$ cat src/rtl/csum_compress.sv
module csum_compress #(
  parameter int N    = 32,
  parameter int W    = 16,
  parameter bit PIPE = 1'b1
) (
  input  logic           clk,
  input  logic           rst_n,
  input  logic           in_valid,
  input  logic [N*W-1:0] in_words,
  output logic           out_valid,
  output logic [W-1:0]   out_sum
);

  function automatic int csa_levels(int n);
    int c = n;
    int l = 0;
    while (c > 2) begin
      c = c - c / 3;
      l++;
    end
    return l;
  endfunction

  localparam int SW     = W + $clog2(N);
  localparam int LEVELS = csa_levels(N);

  logic [SW-1:0] dots [N+2];
  logic [SW-1:0] next [N+2];
  logic [SW-1:0] total, total_q;

  always_comb begin : tree
    int cnt;
    int k;
    for (int i = 0; i < N + 2; i++) begin
      dots[i] = (i < N) ? SW'(in_words[i*W +: W]) : '0;
      next[i] = '0;
    end
    cnt = N;
    for (int lv = 0; lv < LEVELS; lv++) begin
      k = 0;
      for (int i = 0; i < N + 2; i++) next[i] = '0;
      for (int j = 0; j < N; j += 3) begin
        if (j + 2 < cnt) begin
          next[k]   = dots[j] ^ dots[j+1] ^ dots[j+2];
          next[k+1] = ((dots[j] & dots[j+1]) | (dots[j] & dots[j+2]) |
                       (dots[j+1] & dots[j+2])) << 1;
          k += 2;
        end else begin
          if (j < cnt) begin
            next[k] = dots[j];
            k++;
          end
          if (j + 1 < cnt) begin
            next[k] = dots[j+1];
            k++;
          end
        end
      end
      cnt = k;
      for (int i = 0; i < N + 2; i++) dots[i] = next[i];
    end
  end

  assign total = dots[0] + dots[1];

  generate
    if (PIPE) begin : g_pipe
      always_ff @(posedge clk) begin
        if (!rst_n) begin
          total_q   <= '0;
          out_valid <= 1'b0;
        end else begin
          out_valid <= in_valid;
          if (in_valid) total_q <= total;
        end
      end
    end else begin : g_comb
      assign total_q   = total;
      assign out_valid = in_valid;
    end
  endgenerate

  logic [W:0] fold1;
  logic [W:0] fold2;
  assign fold1   = {1'b0, total_q[W-1:0]} + (W+1)'(total_q[SW-1:W]);
  assign fold2   = {1'b0, fold1[W-1:0]} + (W+1)'(fold1[W]);
  assign out_sum = fold2[W-1:0];

endmodule

$ cat config.mk
export PLATFORM = sky130hd
export DESIGN_NAME = csum_compress
export DESIGN_NICKNAME = d
export VERILOG_FILES = /design/src/rtl/csum_compress.sv
export SDC_FILE = /design/constraint.sdc
export NUM_CORES = 1
export LEC_CHECK = 0
export ABC_AREA = 1
export BUFFER_PORTS_ARGS = -buffer_cell sky130_fd_sc_hd__buf_2
export CORE_MARGIN = 2
export CORE_UTILIZATION = 30
export CTS_BUF_LIST = sky130_fd_sc_hd__clkbuf_8
export DETAILED_ROUTE_END_ITERATION = 6
export SKIP_LAST_GASP = 1
export SLEW_MARGIN = 20
export SYNTH_ARGS = -nofsm -noshare
export SYNTH_HDL_FRONTEND = slang
export SYNTH_SLANG_ARGS = --single-unit
$ cat constraint.sdc
create_clock -name clk -period 8.4 [get_ports clk]
set_input_delay 1.26 -clock clk [delete_from_list [all_inputs] [get_ports clk]]
set_output_delay 1.26 -clock clk [all_outputs]
set_load 0.02 [all_outputs]
Word level (Yosys, flattened, before mapping). Index checks and enable logic that the tools add are counted.

Output and inout port bits: 17. Bits in registers: 22. Logic and storage cells: 215.

Bitwise operators: 210. $add $sub $neg: 3.

Operators by type and width (number): $and 20x20->20 (39); $or 20x20->20 (33); $xor 21x21->21 (27); $and 16x16->16 (33); $or 16x16->16 (20); $xor 16x16->16 (20); $xor 21x16->21 (5); $and 20x16->20 (5); $or 20x17->20 (5); $and 16x17->17 (5); $and 17x16->17 (5); $xor 17x21->21 (2); $xor 21x17->21 (2); $and 17x17->17 (2); $xor 17x16->17 (2); $add 21x21->21 (1); $and 16x20->20 (1); $or 17x20->20 (1); $or 20x16->20 (1); $add 16x5->17 (1); $xor 16x17->17 (1); $xor 17x17->17 (1); $add 16x1->16 (1).

Logic depth before layout (Yosys ltp). Gate-level depths: netlist of the first run.

Word-level depth: 25. Mapped depth: 30. Mapped depth without buffers: 30.

Worst setup path before layout of the first run. Ideal clock, no wire load.

Path kind: input-to-reg. Start point: input in_words[338]. End point: register total_q[20]. Arrival: 6913 ps. Setup slack: 1372 ps. Library setup time: 115 ps. Data required time: 8285 ps. Stages on the path: 29. Path through: inv_1 fa_1 inv_1 fa_1 fa_1 fa_1 inv_1 fa_1 fa_1 inv_1 fa_1 inv_1 fa_1 inv_1 ha_1 inv_1 fa_1 inv_1 nand3_1 nand2_1 nand2_1 nand2_1 nand2_1 nand2_1 nand2_1 nand2_1 nor2_1 o21ai_0 inv_1.

Longest elaborated chain between the ends: 23.

Ends and longest elaborated chain: start, declared (RTL line 9) `input logic [N*W-1:0] in_words,`; $and 16x16->16 (RTL line 45) `next[k+1] = ((dots[j] & dots[j+1]) | (dots[j] & dots[j+2]) |`; $or 16x16->16 (2 in series) (RTL line 45); $and 20x16->20 or $and 20x20->20 (tied branches) (RTL line 45); $or 20x20->20 (2 in series) (RTL line 45); $and 20x20->20 (RTL line 45); $or 20x20->20 (2 in series) (RTL line 45); $xor 21x21->21 or $and 20x20->20 (tied branches) (RTL line 44, 45); $xor 21x21->21 or $or 20x20->20 (tied branches) (2 in series) (RTL line 44, 45); $xor 21x21->21 (RTL line 44) `next[k] = dots[j] ^ dots[j+1] ^ dots[j+2];`; $and 20x20->20 (RTL line 45); $or 20x20->20 (2 in series) (RTL line 45); $and 20x20->20 (RTL line 45); $or 20x20->20 (2 in series) (RTL line 45); $and 20x20->20 (RTL line 45); $or 20x20->20 (2 in series) (RTL line 45); $add 21x21->21 * (RTL line 64) `assign total = dots[0] + dots[1];`; end signal, assigned (RTL line 74) `if (in_valid) total_q <= total;`; end, declared (RTL line 29) `logic [SW-1:0] total, total_q;`.

Every way passes the cells marked *; elsewhere a longest branch is shown, timed or not. A chain may end at the register's enable or synchronous reset.

Worst setup path in the final report of the first run.
Start point: input in_words[194]. End point: register total_q[20].

Longest elaborated chain between the ends: 24.

Ends and longest elaborated chain (RTL line): $and 16x16->16 (45); $or 16x16->16 (2 in series) (45); $and 17x16->17 or $and 17x17->17 (tied branches) (45); $or 20x20->20 (45); $or 20x17->20 (45); $and 20x20->20 (45); $or 20x20->20 (2 in series) (45); $and 20x20->20 (45); $or 20x20->20 (2 in series) (45); $xor 21x21->21 (2 in series) (44); $and 20x20->20 (45); $or 20x20->20 (2 in series) (45); $and 20x20->20 (45); $or 20x20->20 (2 in series) (45); $and 20x20->20 (45); $or 20x20->20 (2 in series) (45); $add 21x21->21 * (64).

Marked as above.

==> summary.md, run 1 <==
| Metric | Value |
|---|---|
| Root buf cell | clkbuf_8 |
| Cts-stage hold buffer count | 0 |
| Clock H-tree levels | 1 |
| Setup skew after layout | 0 ns |
| GP Congestion | 1.00 |
| Count leader, synth | inv_1 |
| Fin crit share | 0.859 |
| Hold Violations, Final | 0 |
| Syn Inst Count | 1577 |
| Synthesized area per cell | 9.44 um^2 |
| DIE WIDTH | 227 um |
| Register bit total from synthesis | 22 |
| Slew headroom | 0.627 |
| Initial DRC count | 294 |
| First-pass GRT wire length | 69800 um |
| Vias per inst | 4.12 |
| IO Pins | 532 |
| Final slew viol count | 0 |
| Final Setup Violations | 0 |
| Routed WL per cell | 16.0 um |
| Clock Pin Slew Worst Setup and Hold Paths | 0.10 ns |
| Vias | 11433 |
| Slowest-stage cell, CP | fa_1 |
| DIE HEIGHT | 227 um |
| Hpwl dp | 43500 um |
| TritonCTS buffer count | 3 |
| CTS tree | done |
| Vias in the first global route | 13840 |
| P&R area growth vs syn | 23.8% |
| I/O Buffers | 531 |
| Max Cap Viol | 0 |
| Final #Nets | 3149 |
| Largest stage delay, worst path | 0.57 ns |
| Clock sink count | 22 |
| Post-synth top area share | 0.639 |
| EDFF count, synth | 0 |
| Antenna violations before repair | 7 |
| Status | complete, no violations |
| Largest net degree at the start of global routing | 26 |
| Slew of the pin with the lowest slew margin | 0.556 ns |
| Post-CTS setup buffers | 0 |
| YS warnings | 0 |
| Core region area | 0.0490 mm^2 |
| Final ANT Viol Nets | 0 |
| Share of cells above drive strength 1 | 0.273 |
| Gr usage total | 0.178 |
| Final wirelength | 44300 um |
| Worst-path maximum fanout | 4 |
| Synth unique cells | 32 |
| Crit. End Element | flip-flop |
| Initial Utilization | 0.304 |
| Ys flop type | dfxtp_1 |
| # DRC | 0 |
| Asr flop ratio synth | 0 |
| RSZ-0062 raised after global routing | false |
| Clock tree buffer depth | 2 |
| Total negative setup slack | 0 ns |
| Type of the worst setup path | input port to flip-flop |
| Post-route minimum period | 7.22 ns |
| Clk_lat worst skew | 0.27 ns |
| Die area | 0.0514 mm^2 |
| Synth Cell Area | 0.0149 mm^2 |
| Top cells by count, synth | inv_1, fa_1, nand2_1, nor2_1, ha_1 |
| Top cells by area, synth | fa_1, inv_1, ha_1 |
| Row count | 81 |
| CP Data Arrival Time | 7.38 ns |
| CP Launch Type | input port |
| Worst min path class | flip-flop to flip-flop |
| Seq/Total Area, Yosys | 0.0296 |
| Area leader, netlist | fa_1 |
| Fmax achieved | 0.139 GHz |
| Post-CTS sizing | 0 |
| Syn Nets | 2619 |
| Drt pass-1 iters | 5 |
| Data required, critical path | 8.56 ns |
| Fillers | 5017 |
| Grt ovf | 0 |
worst max-delay path: cells and delay by family:
kind                       cells  cell delay, ns
buffers and inverters         10            0.61
adders and majority gates     10            4.65
and+or+nand+nor                9            0.70
AOI/OAI and AO/OA              1            0.15
routing by layer:
layer | wire length (um) | part of all wire | track usage | vias up
met5 | 13 | 0.00029 | 0 | -
met4 | 1430 | 0.032 | 0.0554 | 2
met3 | 2480 | 0.056 | 0.0197 | 60
met2 | 24400 | 0.55 | 0.359 | 433
met1 | 16000 | 0.36 | 0.191 | 5592
li1 | - | - | - | 5346
path summary, 6_finish.rpt:
kind	startpoint	end	slack (ns)	cells past startpoint
max reg2reg	total_q[10]	total_q[10]	7.46	4
max	in_words[194]	total_q[20]	1.18	30
min	total_q[0]	total_q[0]	0.53	2
min reg2reg	total_q[0]	total_q[0]	0.53	2
sequential cells by signal (all words and copies together) (netlist names):
register   cells
total_q       21
out_valid      1
through the flow:
step / hold WS (ns) / worst slack, ns / cells / instance area, um^2 / util
after global routing: 0.566 / 0.808 / 2775 / 18400 / 0.377
after CTS: 0.534 / 1.17 / 2770 / 18400 / 0.376
final: 0.531 / 1.18 / 2775 / 18400 / 0.377
after detailed placement: 0.511 / 0.931 / 2766 / 18400 / 0.375
after global placement: 0.503 / 0.904 / 2766 / 18400 / 0.375
after floorplan: 0.469 / 1.37 / 1577 / 14900 / -
final cells by class:
type                       count  area, um^2  share of cell area
inverter                     652        2450               0.133
clock buffer                   3        41.3             0.00224
clock inverter                 1        30.0             0.00163
sequential                    22         440              0.0239
multi-input combinational    897       12000               0.650
timing repair buffer         531        2660               0.144
tap                          664         831              0.0451
antenna                        5        12.5            0.000679
cell families (layout without fill, tap and decap cells):
group	Yosys count	in the layout	synth area share
XOR/XNOR	14	14	0.00824
adder cells (fa/ha/maj)	527	527	0.682
AND/OR/NAND/NOR	288	288	0.0887
other	0	5	0
AO/OA/AOI/OAI	68	68	0.0251
buffers and inverters	658	1187	0.166
flip-flops	22	22	0.0296
layout by cell type (no fill, tap or decap), types with 5 or more instances in the layout:
cell	Yosys	routed
buf_2	0	531
nand2_2	15	15
a21oi_1	32	32
inv_1	646	646
nand3_1	50	50
diode_2	0	5
dfxtp_1	22	22
nor2_1	65	65
nand4_1	8	8
xor2_1	12	12
ha_1	52	52
fa_1	475	475
inv_2	5	5
o21ai_0	22	22
nand2_1	128	128
Power of run 1 is not shown: default switching activity piles up to over one toggle a cycle in this logic, so the estimate is an artifact.
==> inputs of run 2 (changes only) <==
- RECOVER_POWER: default -> 50
==> run 2 against run 1 <==
Clock-buffer cell count unchanged. Final cell count is the same. Final area down 0.33%. First-iteration DRC count shrank 1.4%. Non-clock buffer count stayed put. Wire length grew 0.15%. Register-to-register slack about the same. Worst hold slack lost 0.00091 ns. Critical path depth unchanged. Maximum frequency hardly changed. Sequential cell count is the same. Global-route usage stayed put. Largest cell class unchanged.
==> summary.md, run 2 (synthesized netlist as in run 1, its figures left out) <==
| Metric | Value |
|---|---|
| Slowest-stage cell, CP | fa_1 |
| Slew of the pin with the lowest slew margin | 1.20 ns |
| Data required, critical path | 8.56 ns |
| First-pass GRT wire length | 69800 um |
| DIE HEIGHT | 227 um |
| CP Launch Type | input port |
| Drt pass-1 iters | 5 |
| Post-CTS setup buffers | 0 |
| Fillers | 5032 |
| Worst min path class | flip-flop to flip-flop |
| # DRC | 0 |
| Post-route minimum period | 7.21 ns |
| Vias | 11445 |
| Initial DRC count | 290 |
| Type of the worst setup path | input port to flip-flop |
| Fin worst setup slack | 1.19 ns |
| Final slew viol count | 0 |
| Worst-path maximum fanout | 4 |
| Max Cap Viol | 0 |
| Antenna violations before repair | 7 |
| Final ANT Viol Nets | 0 |
| Cts-stage hold buffer count | 0 |
| Root buf cell | clkbuf_8 |
| Clock Pin Slew Worst Setup and Hold Paths | 0.10 ns |
| CP Data Arrival Time | 7.38 ns |
| CTS tree | done |
| Hold Violations, Final | 0 |
| Hpwl dp | 43500 um |
| Post-Place Worst Slack | 0.931 ns |
| Largest registers | total_q x21, out_valid x1 |
| Fin crit share | 0.859 |
| Routed WL per cell | 16.0 um |
| Core region area | 0.0490 mm^2 |
| Clock H-tree levels | 1 |
| Max FFs per register | 21 |
| Post-CTS sizing | 0 |
| Most flops, register | total_q |
| Commonest non-fill, non-tap cells in the layout | inv_1, buf_2, fa_1, nand2_1, nor2_1 |
| Share of cells above drive strength 1 | 0.264 |
| Gr usage total | 0.178 |
| Clk_lat worst skew | 0.27 ns |
| Grt ovf | 0 |
| Slew headroom | 0.198 |
| IO Pins | 532 |
| Status | complete, no violations |
| RSZ-0062 raised after global routing | false |
| Clock sink count | 22 |
| Clock tree buffer depth | 2 |
| Initial Utilization | 0.304 |
| TritonCTS buffer count | 3 |
| Vias in the first global route | 13840 |
| Final Setup Violations | 0 |
| Crit. End Element | flip-flop |
| Final #Nets | 3149 |
| I/O Buffers | 531 |
| Most common cell after layout, fill and taps aside | inv_1 |
| P&R area growth vs syn | 23.4% |
| Largest net degree at the start of global routing | 26 |
| GP Congestion | 1.00 |
| Die area | 0.0514 mm^2 |
| Row count | 81 |
| Total negative setup slack | 0 ns |
| Fmax achieved | 0.139 GHz |
| Worst hold slack | 0.530 ns |
| Vias per inst | 4.12 |
| DIE WIDTH | 227 um |
| Largest stage delay, worst path | 0.57 ns |
| Final wirelength | 44400 um |
| Setup skew after layout | 0 ns |
run 2: changes by cell type in the layout (fill, tap and decap cells not counted), sizes merged:
cell,delta
buf,-10
clkbuf,+10
run 2: layer usage:
layer	GRT usage	share of wire	up-vias
li1	-	-	5348
met1	0.191	0.36	5588
met2	0.359	0.55	447
met3	0.0197	0.057	60
met4	0.0554	0.032	2
met5	0	0.00029	-
run 2: cell type report:
type	count	area (um^2)	share of cell area
clock buffer	3	41.3	0.00225
sequential	22	440	0.0240
multi-input combinational	897	11900	0.649
clock inverter	1	30.0	0.00163
tap	664	831	0.0452
inverter	652	2450	0.133
antenna	5	12.5	0.000681
timing repair buffer	531	2650	0.144
run 2: per-stage QoR:
step,std cells,util,instance area (um^2)
5_1_grt,2775,0.375,18400
2_1_floorplan,1577,-,14900
4_1_cts,2770,0.376,18400
6_report,2775,0.375,18400
3_5_place_dp,2766,0.375,18400
3_3_place_gp,2766,0.375,18400
run 2: worst paths after layout:
check                     start           to  slack (ns)  cells past startpoint
setup / recovery  in_words[194]  total_q[20]        1.19                     30
hold / removal       total_q[0]   total_q[0]        0.53                      2
setup reg to reg    total_q[10]  total_q[10]        7.45                      4
hold reg to reg      total_q[0]   total_q[0]        0.53                      2
run 2: worst max-delay path: cells and delay by family:
family                     cells  cell delay [ns]
AOI/OAI and AO/OA              1             0.15
adders and majority gates     10             4.65
buffers and inverters         10             0.60
and+or+nand+nor                9             0.70
Power of run 2 is left out for the same reason.
==> inputs of run 3 (changes only) <==
- ABC_AREA: 1 -> default
- PLACE_DENSITY_LB_ADDON: default -> 0.2
==> run 3 against run 2 <==
Die area shrank 4.1%. First-iteration DRC count shrank 17%. Setup slack lost 0.51 ns. Non-clock buffer count is the same. Critical path type unchanged. Highest routed layer unchanged.
==> summary.md, run 3 <==
| Metric | Value |
|---|---|
| Post-CTS setup buffers | 0 |
| Fin worst setup slack | 0.682 ns |
| P&R area growth vs syn | 24.2% |
| Synth unique cells | 51 |
| Initial DRC count | 242 |
| Synth Cell Area | 0.0143 mm^2 |
| Syn Nets | 2412 |
| Grt ovf | 0 |
| YS warnings | 0 |
| Final ANT Viol Nets | 0 |
| Crit path capture | total_q[18] |
| CP Launch Type | input port |
| Seq/Total Area, Yosys | 0.0309 |
| Slew of the pin with the lowest slew margin | 1.29 ns |
| Hpwl dp | 41100 um |
| Data required, critical path | 8.61 ns |
| Cts-stage hold buffer count | 0 |
| Final Setup Violations | 0 |
| Count leader, synth | inv_1 |
| Clock sink count | 22 |
| Worst setup path startpoint | in_words[210] |
| Core region area | 0.0468 mm^2 |
| Setup skew after layout | 0 ns |
| Most flops, register | total_q |
| Total negative setup slack | 0 ns |
| Syn Inst Count | 1370 |
| Worst reg2reg path startpoint | total_q[17] |
| Fin crit share | 0.919 |
| Critical path buffers and inverters | 8 |
| Clock Pin Slew Worst Setup and Hold Paths | 0.09 ns |
| Max FFs per register | 21 |
| Drt pass-1 iters | 4 |
| DIE WIDTH | 222 um |
| Clock H-tree levels | 1 |
| Gr usage total | 0.172 |
| IO Pins | 532 |
| Worst-path maximum fanout | 5 |
| Root buf cell | clkbuf_8 |
| Area leader, netlist | fa_1 |
| Post-Place Worst Slack | 0.401 ns |
| Cell mode on critical path | fa_1 |
| Clk_lat worst skew | 0.26 ns |
| Final wirelength | 41200 um |
| Register bit total from synthesis | 22 |
| Commonest non-fill, non-tap cells in the layout | inv_1, buf_2, fa_1, ha_1, nor2_1 |
| Max Cap Viol | 0 |
| Row count | 79 |
| Ys flop type | dfxtp_1 |
| Slew headroom | 0.138 |
| Vias per inst | 4.10 |
| Hold Violations, Final | 0 |
| Top cells by area, synth | fa_1, inv_1, ha_1 |
| Type of the worst setup path | input port to flip-flop |
| Post-CTS sizing | 0 |
| Final slew viol count | 0 |
| First-pass GRT wire length | 65500 um |
| CP Data Arrival Time | 7.93 ns |
| DIE HEIGHT | 222 um |
| Setup slack, reg-to-reg | 7.40 ns |
| Most common cell after layout, fill and taps aside | inv_1 |
| Worst min path class | flip-flop to flip-flop |
| Post-route minimum period | 7.72 ns |
| Vias | 10280 |
| Top cells by count, synth | inv_1, fa_1, ha_1, nor2_1 |
| EDFF count, synth | 0 |
| Share of cells above drive strength 1 | 0.279 |
| RR Endpoint | total_q[17] |
| Status | complete, no violations |
| RSZ-0062 raised after global routing | false |
| GP Congestion | 0.899 |
| Cells on worst reg2reg path | 3 |
| Routed WL per cell | 16.4 um |
| Hold Startpoint | total_q[3] |
| Asr flop ratio synth | 0 |
| Vias in the first global route | 12518 |
| CTS tree | done |
| CP top delay family | adder cells |
| Largest registers | total_q x21, out_valid x1 |
| I/O Buffers | 531 |
| Clock tree buffer depth | 2 |
| Largest net degree at the start of global routing | 25 |
| Synthesized area per cell | 10.4 um^2 |
| # DRC | 0 |
| Crit. End Element | flip-flop |
| WP depth | 25 |
| Initial Utilization | 0.305 |
| Largest stage delay, worst path | 0.58 ns |
| Antenna violations before repair | 11 |
| Post-synth top area share | 0.666 |
| Die area | 0.0493 mm^2 |
| Slowest-stage cell, CP | fa_1 |
| Final #Nets | 2941 |
| TritonCTS buffer count | 3 |
| Fmax achieved | 0.130 GHz |
[run 3: cell types whose count changed after synthesis, moves of 7 or more]
cell and delta:
nand2_1 -114, xnor2_1 +17, inv_1 -56, mux2i_1 +7, nor2_1 -31, nand2_2 -15
nand3_1 -31, a21oi_1 -10
[run 3: cell families (layout without fill, tap and decap cells)]
family | count (synthesis) | in the layout | share of synthesized area
compound gates | 84 | 84 | 0.0392
xor+xnor | 33 | 33 | 0.0203
fa+ha+maj | 527 | 527 | 0.712
buf+inv | 597 | 1125 | 0.157
flops | 22 | 22 | 0.0309
mux | 7 | 7 | 0.00491
other cells | 0 | 4 | 0
simple gates | 100 | 100 | 0.0356
[run 3: area by class of cell]
class	instances	area [um^2]
antenna	4	10.0
inverter	590	2210
fill	4740	29000
timing repair buffer	531	2640
tap	607	759
multi-input combinational	751	11600
sequential	22	440
clock buffer	3	41.3
clock inverter	1	30.0
[run 3: metrics by stage]
step | cells | instance area (um^2) | hold slack, ns | utilization
4_1_cts | 2505 | 17700 | 0.508 | 0.379
6_report | 2509 | 17700 | 0.507 | 0.379
5_1_grt | 2506 | 17700 | 0.536 | 0.379
2_1_floorplan | 1370 | 14300 | 0.460 | -
3_3_place_gp | 2501 | 17700 | 0.482 | 0.378
3_5_place_dp | 2501 | 17700 | 0.494 | 0.378
[run 3: worst min-delay path by stage]
| stage | end | slack [ns] | cells past startpoint |
|---|---|---|---|
| 3_3_place_gp | total_q[4] | 0.48 | 2 |
| 2_1_floorplan | total_q[18] | 0.46 | 2 |
| 6_report | total_q[3] | 0.51 | 2 |
| 4_1_cts | total_q[3] | 0.51 | 2 |
| 3_5_place_dp | total_q[3] | 0.49 | 2 |
| 5_1_grt | total_q[20] | 0.54 | 2 |
[run 3: per-layer routing]
layer  wire length (um)  vias to the layer above  GRT usage
met2              23500                      348      0.350
met5                 79                        -          0
met1              15000                     5078      0.192
met3               2210                       30     0.0244
li1                   -                     4812          -
met4                445                       12     0.0174
[run 3: worst register-to-register path, cell delays in order, from the launching register on]
cell	delay, ns
dfxtp_1	0.38
o21ai_0	0.23
a21oi_1	0.07
a21o_1	0.22
Power of run 3 is left out for the same reason.
